<file path="src/rtl/eeprom_spi_pkg.sv">
package eeprom_spi_pkg;

  localparam logic [7:0] OP_WREN  = 8'h06;
  localparam logic [7:0] OP_RDSR  = 8'h05;
  localparam logic [7:0] OP_READ  = 8'h03;
  localparam logic [7:0] OP_WRITE = 8'h02;

  // strobes from the sequencer to the shift engine
  typedef struct packed {
    logic       csLow;
    logic       csHigh;
    logic       byteStart;
    logic       gapStart;
    logic [7:0] txByte;
  } spiStrobe_t;

  typedef enum logic [2:0] {
    FR_CHECK,
    FR_WREN,
    FR_WRITE,
    FR_POLL,
    FR_READ
  } frame_e;

  // true when the block-protect code covers the address
  function automatic logic isProtected(input logic [1:0] bp, input logic [15:0] addr);
    logic inArray;
    inArray = (addr <= 16'h7FFF);
    case (bp)
      2'b01:   isProtected = inArray && (addr >= 16'h6000);
      2'b10:   isProtected = inArray && (addr >= 16'h4000);
      2'b11:   isProtected = inArray;
      default: isProtected = 1'b0;
    endcase
  endfunction

endpackage

</file>
<file path="src/rtl/eeprom_spi_datapath.sv">
module eeprom_spi_datapath
  import eeprom_spi_pkg::*;
#(
  parameter int HALF_DIV = 4
) (
  input  logic       clk,
  input  logic       rstN,
  input  spiStrobe_t strb,
  input  logic       spiMiso,
  output logic       byteDone,
  output logic       gapDone,
  output logic [7:0] rxByte,
  output logic       spiCsN,
  output logic       spiSck,
  output logic       spiMosi
);

  localparam int CW = $clog2(2 * HALF_DIV + 1);
  localparam logic [CW-1:0] HALF_LAST = CW'(HALF_DIV - 1);
  localparam logic [CW-1:0] GAP_LEN   = CW'(2 * HALF_DIV);

  logic          csN;
  logic          sck;
  logic [7:0]    shReg;
  logic          sampleBit;
  logic [2:0]    bitCnt;
  logic          active;
  logic [CW-1:0] halfCnt;
  logic [CW-1:0] gapCnt;
  logic          byteDoneR;
  logic          gapDoneR;

  always_ff @(posedge clk) begin
    if (!rstN) begin
      csN       <= 1'b1;
      sck       <= 1'b0;
      shReg     <= '0;
      sampleBit <= 1'b0;
      bitCnt    <= '0;
      active    <= 1'b0;
      halfCnt   <= '0;
      gapCnt    <= '0;
      byteDoneR <= 1'b0;
      gapDoneR  <= 1'b0;
    end else begin
      byteDoneR <= 1'b0;
      gapDoneR  <= 1'b0;

      if (strb.csLow) csN <= 1'b0;
      else if (strb.csHigh) csN <= 1'b1;

      if (strb.byteStart && !active) begin
        shReg   <= strb.txByte;
        bitCnt  <= '0;
        halfCnt <= '0;
        active  <= 1'b1;
        sck     <= 1'b0;
      end else if (active) begin
        if (halfCnt == HALF_LAST) begin
          halfCnt <= '0;
          if (!sck) begin
            // rising edge: capture the incoming bit
            sck       <= 1'b1;
            sampleBit <= spiMiso;
          end else begin
            // falling edge: advance the outgoing bit
            sck    <= 1'b0;
            shReg  <= {shReg[6:0], sampleBit};
            bitCnt <= bitCnt + 3'd1;
            if (bitCnt == 3'd7) begin
              active    <= 1'b0;
              byteDoneR <= 1'b1;
            end
          end
        end else begin
          halfCnt <= halfCnt + 1'b1;
        end
      end

      if (strb.gapStart) gapCnt <= GAP_LEN;
      else if (gapCnt != '0) begin
        gapCnt <= gapCnt - 1'b1;
        if (gapCnt == CW'(1)) gapDoneR <= 1'b1;
      end
    end
  end

  assign byteDone = byteDoneR;
  assign gapDone  = gapDoneR;
  assign rxByte   = shReg;
  assign spiCsN   = csN;
  assign spiSck   = sck;
  assign spiMosi  = shReg[7];

  // clock stays parked low outside a chip-select window
  a_r8_sck_low_deselected: assert property (@(posedge clk) disable iff (!rstN)
    spiCsN |-> !spiSck);

  // a byte is never clocked while the memory is deselected
  a_r8_shift_inside_window: assert property (@(posedge clk) disable iff (!rstN)
    active |-> !spiCsN);

  // outgoing data is steady across each rising edge
  a_r2_mosi_steady_on_rise: assert property (@(posedge clk) disable iff (!rstN)
    $rose(spiSck) |-> $stable(spiMosi));

endmodule

</file>
<file path="src/rtl/eeprom_spi_control.sv">
module eeprom_spi_control
  import eeprom_spi_pkg::*;
#(
  parameter int POLL_LIMIT = 1000
) (
  input  logic        clk,
  input  logic        rstN,
  input  logic        reqValid,
  input  logic        reqWrite,
  input  logic [15:0] reqAddr,
  input  logic [7:0]  reqData,
  output logic        reqReady,
  output logic        done,
  output logic        errProt,
  output logic        errTimeout,
  output logic [7:0]  rdData,
  output spiStrobe_t  strb,
  input  logic        byteDone,
  input  logic        gapDone,
  input  logic [7:0]  rxByte
);

  localparam int PW = $clog2(POLL_LIMIT + 1);
  localparam logic [PW-1:0] POLL_LAST = PW'(POLL_LIMIT - 1);

  typedef enum logic [1:0] {ST_IDLE, ST_CS_ON, ST_XFER, ST_GAP} state_e;

  state_e        state;
  frame_e        frame;
  logic [2:0]    idx;
  logic [15:0]   addrR;
  logic [7:0]    dataR;
  logic [7:0]    rxLast;
  logic [PW-1:0] pollCnt;
  logic          doneR;
  logic          errProtR;
  logic          errToR;
  logic [7:0]    rdDataR;

  function automatic logic [2:0] frameLen(input frame_e f);
    case (f)
      FR_WREN:           frameLen = 3'd1;
      FR_CHECK, FR_POLL: frameLen = 3'd2;
      default:           frameLen = 3'd4;
    endcase
  endfunction

  function automatic logic [7:0] txFor(input frame_e f, input logic [2:0] i,
                                       input logic [15:0] a, input logic [7:0] d);
    logic [7:0] op;
    case (f)
      FR_WREN:           op = OP_WREN;
      FR_WRITE:          op = OP_WRITE;
      FR_READ:           op = OP_READ;
      default:           op = OP_RDSR;
    endcase
    case (i)
      3'd0:    txFor = op;
      3'd1:    txFor = (f == FR_WRITE || f == FR_READ) ? a[15:8] : 8'h00;
      3'd2:    txFor = a[7:0];
      3'd3:    txFor = (f == FR_WRITE) ? d : 8'h00;
      default: txFor = 8'h00;
    endcase
  endfunction

  always_comb begin
    strb = '0;
    case (state)
      ST_CS_ON: begin
        strb.csLow     = 1'b1;
        strb.byteStart = 1'b1;
        strb.txByte    = txFor(frame, 3'd0, addrR, dataR);
      end
      ST_XFER: begin
        if (byteDone) begin
          if (idx < frameLen(frame)) begin
            strb.byteStart = 1'b1;
            strb.txByte    = txFor(frame, idx, addrR, dataR);
          end else begin
            strb.csHigh   = 1'b1;
            strb.gapStart = 1'b1;
          end
        end
      end
      default: ;
    endcase
  end

  always_ff @(posedge clk) begin
    if (!rstN) begin
      state    <= ST_IDLE;
      frame    <= FR_READ;
      idx      <= '0;
      addrR    <= '0;
      dataR    <= '0;
      rxLast   <= '0;
      pollCnt  <= '0;
      doneR    <= 1'b0;
      errProtR <= 1'b0;
      errToR   <= 1'b0;
      rdDataR  <= '0;
    end else begin
      doneR <= 1'b0;
      case (state)
        ST_IDLE: begin
          if (reqValid) begin
            addrR    <= reqAddr;
            dataR    <= reqData;
            errProtR <= 1'b0;
            errToR   <= 1'b0;
            pollCnt  <= '0;
            frame    <= reqWrite ? FR_CHECK : FR_READ;
            state    <= ST_CS_ON;
          end
        end
        ST_CS_ON: begin
          idx   <= 3'd1;
          state <= ST_XFER;
        end
        ST_XFER: begin
          if (byteDone) begin
            if (idx < frameLen(frame)) idx <= idx + 3'd1;
            else begin
              rxLast <= rxByte;
              state  <= ST_GAP;
            end
          end
        end
        ST_GAP: begin
          if (gapDone) begin
            state <= ST_CS_ON;
            case (frame)
              FR_CHECK: begin
                if (isProtected(rxLast[3:2], addrR)) begin
                  errProtR <= 1'b1;
                  doneR    <= 1'b1;
                  state    <= ST_IDLE;
                end else begin
                  frame <= FR_WREN;
                end
              end
              FR_WREN:  frame <= FR_WRITE;
              FR_WRITE: frame <= FR_POLL;
              FR_POLL: begin
                if (!rxLast[0]) begin
                  doneR <= 1'b1;
                  state <= ST_IDLE;
                end else if (pollCnt == POLL_LAST) begin
                  errToR <= 1'b1;
                  doneR  <= 1'b1;
                  state  <= ST_IDLE;
                end else begin
                  pollCnt <= pollCnt + 1'b1;
                end
              end
              default: begin
                rdDataR <= rxLast;
                doneR   <= 1'b1;
                state   <= ST_IDLE;
              end
            endcase
          end
        end
        default: state <= ST_IDLE;
      endcase
    end
  end

  assign reqReady   = (state == ST_IDLE);
  assign done       = doneR;
  assign errProt    = errProtR;
  assign errTimeout = errToR;
  assign rdData     = rdDataR;

  // completion lasts exactly one cycle
  a_r10_done_pulse: assert property (@(posedge clk) disable iff (!rstN)
    done |=> !done);

  // a transaction ends with at most one kind of error
  a_r7_errors_exclusive: assert property (@(posedge clk) disable iff (!rstN)
    !(errProt && errTimeout));

  // captured request stays fixed while a transaction runs
  a_r9_request_held: assert property (@(posedge clk) disable iff (!rstN)
    (!reqReady && $past(!reqReady)) |-> ($stable(addrR) && $stable(dataR)));

  // a refused write starts no byte until a new request
  a_r5_refusal_quiet: assert property (@(posedge clk) disable iff (!rstN)
    errProt |-> !strb.byteStart);

  // the poll counter never passes the limit
  a_r7_poll_bounded: assert property (@(posedge clk) disable iff (!rstN)
    pollCnt < PW'(POLL_LIMIT));

endmodule

</file>
<file path="src/rtl/eeprom_spi_ctrl.sv">
module eeprom_spi_ctrl
  import eeprom_spi_pkg::*;
#(
  parameter int HALF_DIV   = 4,
  parameter int POLL_LIMIT = 1000
) (
  input  logic        clk,
  input  logic        rstN,
  input  logic        reqValid,
  input  logic        reqWrite,
  input  logic [15:0] reqAddr,
  input  logic [7:0]  reqData,
  output logic        reqReady,
  output logic        done,
  output logic        errProt,
  output logic        errTimeout,
  output logic [7:0]  rdData,
  output logic        spiCsN,
  output logic        spiSck,
  output logic        spiMosi,
  input  logic        spiMiso
);

  spiStrobe_t strb;
  logic       byteDone;
  logic       gapDone;
  logic [7:0] rxByte;

  eeprom_spi_control #(.POLL_LIMIT(POLL_LIMIT)) ctl_i (
    .clk(clk), .rstN(rstN),
    .reqValid(reqValid), .reqWrite(reqWrite), .reqAddr(reqAddr), .reqData(reqData),
    .reqReady(reqReady), .done(done), .errProt(errProt), .errTimeout(errTimeout),
    .rdData(rdData), .strb(strb),
    .byteDone(byteDone), .gapDone(gapDone), .rxByte(rxByte)
  );

  eeprom_spi_datapath #(.HALF_DIV(HALF_DIV)) dp_i (
    .clk(clk), .rstN(rstN), .strb(strb), .spiMiso(spiMiso),
    .byteDone(byteDone), .gapDone(gapDone), .rxByte(rxByte),
    .spiCsN(spiCsN), .spiSck(spiSck), .spiMosi(spiMosi)
  );

endmodule

</file>
<file path="config.mk">
export PLATFORM = sky130hd
export DESIGN_NAME = eeprom_spi_ctrl
export DESIGN_NICKNAME = d
export VERILOG_FILES = /design/src/rtl/eeprom_spi_pkg.sv /design/src/rtl/eeprom_spi_datapath.sv /design/src/rtl/eeprom_spi_control.sv /design/src/rtl/eeprom_spi_ctrl.sv
export SDC_FILE = /design/constraint.sdc
export NUM_CORES = 1
export LEC_CHECK = 0
export BUFFER_PORTS_ARGS = -buffer_cell sky130_fd_sc_hd__buf_2
export CORE_MARGIN = 2
export CORE_UTILIZATION = 55
export DETAILED_ROUTE_END_ITERATION = 16
export PLACE_DENSITY = 0.73
export SYNTH_ARGS = -nofsm -noshare
export SYNTH_HDL_FRONTEND = slang
export SYNTH_HIERARCHICAL = 1
export SYNTH_SLANG_ARGS = --single-unit
</file>
<file path="constraint.sdc">
create_clock -name clk -period 3.5 [get_ports clk]
set_input_delay 0.35 -clock clk [delete_from_list [all_inputs] [get_ports clk]]
set_output_delay 0.35 -clock clk [all_outputs]
set_load 0.01 [all_outputs]
</file>
==> results of run 1 <==
final cells by class:
class | instances | area share
timing repair buffer | 49 | 0.0570
multi-input combinational | 363 | 0.482
clock inverter | 7 | 0.0173
inverter | 15 | 0.0123
tap | 99 | 0.0271
clock buffer | 9 | 0.0271
sequential | 86 | 0.377
cell usage in the layout, fill, tap and decap left out, types with 8 or more instances in the layout:
cell	instances
a21oi_1	60
a31oi_1	8
buf_2	43
clkbuf_8	9
dfxtp_1	86
ha_1	20
inv_1	15
nand2_1	63
nand2b_1	8
nand3_1	26
nor2_1	29
o21a_1	10
o21ai_0	39
logic make-up after synthesis:
family	share of synthesized area
buffers and inverters	0.0574
adders and majority gates	0.0601
muxes	0.0195
AOI/OAI and AO/OA	0.222
xor gates and xnor gates	0.0105
DFF	0.413
and+or+nand+nor	0.217
how the worst max path moves through the flow:
stage,start,to,slack (ns),cells past startpoint
floorplan,ctl_i/frame[0],dp_i/rxByte[7],0.96,13
finish,ctl_i/frame[0],dp_i/byteDone,0.68,11
global route,ctl_i/frame[0],dp_i/rxByte[3],0.39,11
detailed placement,ctl_i/frame[0],dp_i/byteDone,0.73,11
global placement,ctl_i/frame[0],dp_i/byteDone,0.83,11
CTS,ctl_i/frame[0],dp_i/byteDone,0.73,11
stage by stage:
step | cells | hold slack (ns) | util
after floorplan | 497 | 0.436 | -
after global placement | 612 | 0.443 | 0.599
after detailed placement | 612 | 0.447 | 0.599
after CTS | 628 | 0.207 | 0.627
after global routing | 628 | 0.215 | 0.627
final | 628 | 0.217 | 0.627
registers in the layout, indices dropped and copies added, names as in the netlist, 4 cells and up:
| signal | count |
|---|---|
| ctl_i/addrR | 16 |
| ctl_i/pollCnt | 10 |
| ctl_i/dataR | 8 |
| ctl_i/rdData | 8 |
| ctl_i/rxLast | 8 |
| dp_i/rxByte | 8 |
| dp_i/gapCnt | 4 |
| dp_i/halfCnt | 4 |
power by group through the flow:
stage               Clock, mW  Combinational [mW]  Sequential (mW)
floorplan                   0               0.681             1.21
global placement            0               0.771             1.26
detailed placement          0               0.791             1.26
CTS                     0.732               0.794             1.24
global route            0.785               0.908             1.26
finish                  0.716               0.795             1.24
per-layer routing:
metal | GRT usage | up-vias | routed length [um]
li1 | - | 1839 | -
met1 | 0.302 | 1679 | 4150
met2 | 0.371 | 95 | 4250
met3 | 0.0614 | 12 | 445
met4 | 0.0581 | 0 | 113
met5 | 0 | - | 0
synth_stat cells (4+ instances only):
library cell / n
nor4_1: 5
dfxtp_1: 86
clkbuf_1: 18
a222oi_1: 5
or4_1: 6
or3_1: 7
nand2b_1: 8
nor3_1: 5
o31ai_1: 4
nand3_1: 26
inv_1: 15
nand2_1: 63
a31oi_1: 8
a211oi_1: 4
ha_1: 20
o21ai_0: 39
nor2b_1: 5
nor2_1: 29
buf_1: 4
mux2i_1: 7
o21a_1: 10
buf_6: 6
a21oi_1: 60
worst max-delay path: stages (launching register included):
cell and delay [ns]:
dfxtp_1 0.61, xnor2_1 0.23, nand2b_1 0.09, ha_1 0.27
nand2_1 0.08, o21ai_1 0.15, buf_4 0.19, nor2_1 0.07
o21a_1 0.18, nand2b_1 0.43, nand2_2 0.23, nor3_1 0.21
==> results.cfg, run 1 <==
[status]
status = finished, final reports clean

[pwr]
clock_power_share = 0.260
p_per_area_nw_per_um2 = 602
p_leak_nw = 1.72
switching_power_mw = 0.985
intPower_mw = 1.77
power_mw = 2.75
pwr-share-seq = 0.451
power_frac_comb = 0.289
netSwitchingFraction = 0.358
ir_drop_v = 0.000251

[final_layout]
antennaDiodeCount = 0
fin_nets = 573
final_layout_size_suffix_gt1_frac = 0.136
ff_latch_area_um2 = 1720
fillers = 716
syn_to_final_growth_pct = 9.70
multiInputGateArea_um2 = 2200
final_area_um2 = 4570

[critical_path]
r2r_start = ctl_i/frame[0]
r2r-end = dp_i/byteDone
regToRegSetupSlack_ns = 0.68
ff2ff_path_depth = 11
crit_type = register to register
cp-end-kind = register
path_max_fanout = 18
arrival_ns = 3.10
cp.required_ns = 3.79
startpoint_type = register

[sta]
fin_crit_sh = 0.805
period_minus_slack_ns = 2.82
fin_skew_ns = 0.0130
worst_pin_slew_ns = 0.807
rsz0062_at_grt = false
slew_headroom = 0.457
slew_violations = 0
finalHoldViolCount = 0
setup_slack_ns = 0.683
fmax_mhz = 355
fin_setup_tns_ns = 0
setup_violations = 0

[place]
preCtsSetupSlack_ns = 0.725
place_area_um2 = 4370
place.gp.congestion = 0.835
dpl.hpwl_mm = 6.27
placement.io_buffers = 43

[grt]
grt_max_degree = 42
overflow = 0
antenna_found_initial = 0
grt_pass1_vias = 3436
grt_pass1_wl_mm = 15.8
grt_usage = 0.228

[logic_synthesis]
async_flop_share = 0
synth_seq_area_share = 0.413
syn_area_per_cell_um2 = 8.38
yosysWarnings = 6
synth-edff-count = 0
synth_ff_type = dfxtp_1
netlist-cell-type-count = 56
netlist_area_um2 = 4170
syn-num-nets = 546
synth_top_area_cell = dfxtp_1
synth_cells = 497
ys_ff_latch = 86
synth_top_area_share = 0.413
synth.area.top_cells = dfxtp_1, a21oi_1, ha_1, nand2_1, o21ai_0

[cts]
cts.path.max_buffers = 2
cts_buffers = 9
clk_pin_slew_ns = 0.09
root_buffer = clkbuf_8
tritoncts = built
htree_levels = 3
worstSkewPairLatency_ns = 0.36
ctsHoldBuffers = 0
cts.sinks = 86
post-cts-setup-buffers = 0
cts_resized = 0

[die]
die_y_um = 91.0
floorplan.initialDensity = 0.571
num_rows = 31
core_um2 = 7290
dieArea_um2 = 8290
fp.dieW_um = 91.0
ioPinCount = 44

[worst_hold_path]
min_path_type = primary input to register
hold_end = ctl_i/addrR[7]
hold_path_depth = 3
worstHoldStart = reqAddr[7]

[route]
vias_per_cell = 5.77
route.detailed.drc = 0
routed_wl_mm = 8.96
antenna_left = 0
dr.pass1.iters = 5
vias = 3625
drt_iter0_drc = 223
routedWlPerCell_um = 14.3

[run]
drv_cap = 0
No activity file was read; power rests on OpenSTA's default activity.
==> inputs of run 2 (changes only) <==
Settings changed: ABC_AREA set to 1.
Clock period 3.5 ns to 3 ns, I/O delays scaled along.
==> results.cfg, run 2 <==
[status]
status = finished, final reports clean

[final_layout]
fin_cells = 734
largest_reg_flops = 16
final_util = 0.615
top_regs = ctl_i/addrR (16), ctl_i/pollCnt (10)
layout_commonest_cell = nand2_1
regMostFlops = ctl_i/addrR
final_layout_size_suffix_gt1_frac = 0.138
antennaDiodeCount = 0
syn_to_final_growth_pct = 9.40
final_cell_mix = nand2_1, nor2_1, dfxtp_1, inv_1, o21ai_0
fillers = 764
fin_nets = 676

[logic_synthesis]
synth.most_common_cell = nand2_1
synth_seq_area_share = 0.398
netlist-cell-type-count = 44
ys_ff_latch = 86
syn-num-nets = 644
synth_cells = 595
yosys-top-cells-count = nand2_1, nor2_1, dfxtp_1
synth_top_area_cell = dfxtp_1
yosysWarnings = 6
async_flop_share = 0
syn_area_per_cell_um2 = 7.27
synth-edff-count = 0
netlist_area_um2 = 4320
synth_ff_type = dfxtp_1
synth_top_area_share = 0.398
synth.area.top_cells = dfxtp_1, nand2_1, nor2_1, ha_1, o21ai_0

[worst_hold_path]
min_path_type = primary input to register

[cts]
cts.path.max_buffers = 2
post-cts-setup-buffers = 0
cts.sinks = 86
cts_buffers = 9
root_buffer = clkbuf_8
ctsHoldBuffers = 0
clk_pin_slew_ns = 0.09
htree_levels = 3
tritoncts = built
worstSkewPairLatency_ns = 0.36

[route]
vias = 3778
dr.pass1.iters = 4
vias_per_cell = 5.15
route.detailed.drc = 0
routed_wl_mm = 8.97
routedWlPerCell_um = 12.2
drt_iter0_drc = 259
antenna_left = 0

[sta]
fin_skew_ns = 0.0136
worst_pin_slew_ns = 0.729
slew_violations = 0
fmax_mhz = 373
finalHoldViolCount = 0
fin_setup_tns_ns = 0
period_minus_slack_ns = 2.68
setup_violations = 0
rsz0062_at_grt = false
fin_crit_sh = 0.894
hold_ws_ns = 0.138
slew_headroom = 0.513

[grt]
grt_pass1_wl_mm = 15.6
grt_pass1_vias = 3554
antenna_found_initial = 0
overflow = 0
grt_usage = 0.225
grt_max_degree = 38

[pwr]
ir_drop_v = 0.000388
power_mw = 3.43
p_leak_nw = 2.03
p_per_area_nw_per_um2 = 725

[die]
die_y_um = 92.7
fp.dieW_um = 92.7
core_um2 = 7690
num_rows = 32
floorplan.initialDensity = 0.562
dieArea_um2 = 8590
ioPinCount = 44

[place]
post-place-cells = 718
dpl.hpwl_mm = 6.66
placement.io_buffers = 43
place.gp.congestion = 0.933

[run]
drv_cap = 0

[critical_path]
crit_type = register to register
arrival_ns = 2.93
cp-end-kind = register
cp.required_ns = 3.25
startpoint_type = register
path_max_fanout = 19
[run 2: cell count changes in the layout (fill, tap and decap cells not counted), moves of 6 or more]
cell | previous run | this run
nand3_1 | 26 | 37
nor2_1 | 29 | 98
nand2_1 | 63 | 108
or3_1 | 7 | 0
a22oi_1 | 0 | 8
nand2b_1 | 8 | 0
o21ai_0 | 39 | 50
mux2i_1 | 7 | 0
a31oi_1 | 8 | 2
inv_1 | 15 | 54
or4_1 | 6 | 0
o21a_1 | 10 | 1
a21oi_1 | 60 | 45
[run 2: final timing paths]
check,depth (start not counted),to,start,slack [ns]
setup reg to reg,13,dp_i/spiSck,ctl_i/frame[1],0.32
hold reg to reg,2,ctl_i/rdData[2],ctl_i/rdData[2],0.44
hold / removal,2,ctl_i/frame[2],reqWrite,0.14
setup / recovery,13,dp_i/spiSck,ctl_i/frame[1],0.32
[run 2: cell type report]
cell class                 count  area [um2]  share of cell area
clock buffer                  12         155              0.0328
clock inverter                 4        45.0             0.00952
inverter                      59         226              0.0479
multi-input combinational    427        2230               0.472
sequential                    86        1720               0.364
tap                          102         128              0.0270
timing repair buffer          44         223              0.0471
[run 2: repair_timing]
item / in CTS / in global routing
resized for setup: 0 / 1
endpoints found under the setup margin: 0 / 10
hold endpoints to repair: 0 / 0
[run 2: report_power, final]
| group | switching, mW | leakage [nW] | internal, mW |
|---|---|---|---|
| clock network | 0.397 | 0.106 | 0.427 |
| registers | 0.151 | 0.701 | 1.30 |
| logic | 0.776 | 1.22 | 0.378 |
| total | 1.32 | 2.03 | 2.11 |
[run 2: cells by family after synthesis]
family,after synthesis,synth area share
AOI/OAI and AO/OA,119,0.151
and+or+nand+nor,281,0.293
xor gates and xnor gates,7,0.0142
buffers and inverters,82,0.0859
DFF,86,0.398
adders and majority gates,20,0.0579
[run 2: stage by stage]
step                      setup slack, ns  cell area [um2]
after floorplan                     0.624             4320
after global placement              0.391             4530
after detailed placement            0.240             4530
after CTS                           0.215             4730
after global routing               0.0863             4730
final                               0.317             4730
[run 2: routing by layer]
metal	global-route usage	vias up	share of wire
li1	-	2018	-
met1	0.293	1677	0.48
met2	0.366	77	0.48
met3	0.0391	6	0.036
met4	0.100	0	0.0085
met5	0	-	0
[run 2: critical path, stage by stage, from the launching register on]
cell and delay [ns]:
dfxtp_1 0.45, inv_1 0.07, nor2_1 0.14, nor2_1 0.08, ha_1 0.32, a21oi_1 0.35, nand4_4 0.21, inv_1 0.19
o21a_2 0.28, nand2_8 0.13, nand2_2 0.16, inv_1 0.07, nand2_1 0.06, a21oi_1 0.05
==> inputs of run 3 (changes only) <==
Settings changed: PLACE_DENSITY 0.73 to 0.81.
==> results.cfg, run 3 (synthesis results as in run 2) <==
[critical_path]
cp-end-kind = register
critical_path.cell_chain = inv_1, nor2_1, nor2_1, ha_1, a21oi_1, nand4_4, inv_1, o21a_2, nand2_8, nand2_2, inv_1, nand2_1, a21oi_1
arrival_ns = 2.86
cp.required_ns = 3.23
worst_path_max_delay_cell = dfxtp_1
slowest_delay_ns = 0.46
crit_type = register to register
cpMostUsedCell = inv_1
startpoint_type = register
path_max_fanout = 19

[die]
die_y_um = 92.7
ioPinCount = 44
dieArea_um2 = 8590
fp.dieW_um = 92.7
core_um2 = 7690
num_rows = 32
floorplan.initialDensity = 0.562

[place]
placement.io_buffers = 43
dpl.hpwl_mm = 6.65
place_area_um2 = 4540
place.gp.congestion = 0.933

[sta]
fmax_mhz = 380
worst_pin_slew_ns = 0.658
slew_violations = 0
setup_violations = 0
finalHoldViolCount = 0
slew_headroom = 0.560
rsz0062_at_grt = false
fin_skew_ns = 0.00870
period_minus_slack_ns = 2.63
fin_crit_sh = 0.877
fin_setup_tns_ns = 0

[status]
status = finished, final reports clean

[pwr]
p_per_area_nw_per_um2 = 737
power_mw = 3.50
p_leak_nw = 2.04
ir_drop_v = 0.000469

[final_layout]
syn_to_final_growth_pct = 9.92
antennaDiodeCount = 0
final_cell_mix = nand2_1, nor2_1, dfxtp_1, inv_1, o21ai_0
fillers = 721
multiInputGateArea_um2 = 2230
largest_reg_flops = 16
layout_commonest_cell = nand2_1
final_util = 0.618
final_layout_size_suffix_gt1_frac = 0.137
regMostFlops = ctl_i/addrR
final_area_um2 = 4750
ff_latch_area_um2 = 1720
top_regs = ctl_i/addrR (16), ctl_i/pollCnt (10)
fin_nets = 677

[route]
dr.pass1.iters = 5
routed_wl_mm = 9.09
routedWlPerCell_um = 12.4
antenna_left = 0
drt_iter0_drc = 231
vias = 3873
vias_per_cell = 5.27
route.detailed.drc = 0

[cts]
cts_resized = 0
root_buffer = clkbuf_8
post-cts-setup-buffers = 0
ctsHoldBuffers = 0
worstSkewPairLatency_ns = 0.35
tritoncts = built
cts.path.max_buffers = 2
cts.sinks = 86
cts_buffers = 9
clk_pin_slew_ns = 0.09
htree_levels = 3

[grt]
antenna_found_initial = 0
grt_max_degree = 28
grt_usage = 0.222
grt_pass1_vias = 3561
grt_pass1_wl_mm = 15.5
overflow = 0

[worst_hold_path]
min_path_type = primary input to register

[run]
drv_cap = 0
[run 3: changes by cell type in the layout (fill, tap and decap cells not counted)]
cell,delta
buf_4,+1
clkinv_2,-1
clkbuf_1,+1
clkbuf_8,-1
bufinv_16,+1
[run 3: per-layer routing]
metal | vias to the layer above | routed length (um) | GRT usage
met1 | 1754 | 4260 | 0.287
li1 | 2014 | - | -
met4 | 0 | 77 | 0.0784
met3 | 5 | 404 | 0.0325
met5 | - | 0 | 0
met2 | 100 | 4350 | 0.378
[run 3: where the power goes]
group,switching [mW],internal (mW)
sequential,0.150,1.30
clock,0.396,0.490
combinational,0.781,0.384
[run 3: stage by stage]
stage	std cells	hold slack (ns)	setup slack, ns
after detailed placement	719	0.440	0.245
after floorplan	595	0.376	0.624
after global placement	719	0.431	0.401
after CTS	735	0.139	0.240
after global routing	735	0.154	0.111
final	735	0.156	0.369
[run 3: worst paths after layout]
kind / slack [ns] / start / to / cells after the start
max reg2reg: 0.37 / ctl_i/frame[1] / dp_i/spiSck / 13
min reg2reg: 0.44 / ctl_i/rdData[6] / ctl_i/rdData[6] / 2
max: 0.37 / ctl_i/frame[1] / dp_i/spiSck / 13
min: 0.16 / reqWrite / ctl_i/frame[2] / 2
[run 3: final cells by class]
class / instances / share of cell area
inverters: 59 / 0.0476
well taps: 102 / 0.0268
multi-input cells: 427 / 0.470
repair buffers: 45 / 0.0484
clock buffers: 12 / 0.0305
flip-flops and latches: 86 / 0.362
clock inverters: 4 / 0.0147
[run 3: worst max-delay path: cells and delay by family, from the launching register on]
| family | cells | cell delay [ns] |
|---|---|---|
| buffers and inverters | 3 | 0.31 |
| DFF | 1 | 0.46 |
| AOI/OAI and AO/OA | 3 | 0.67 |
| and+or+nand+nor | 6 | 0.76 |
| adders and majority gates | 1 | 0.32 |
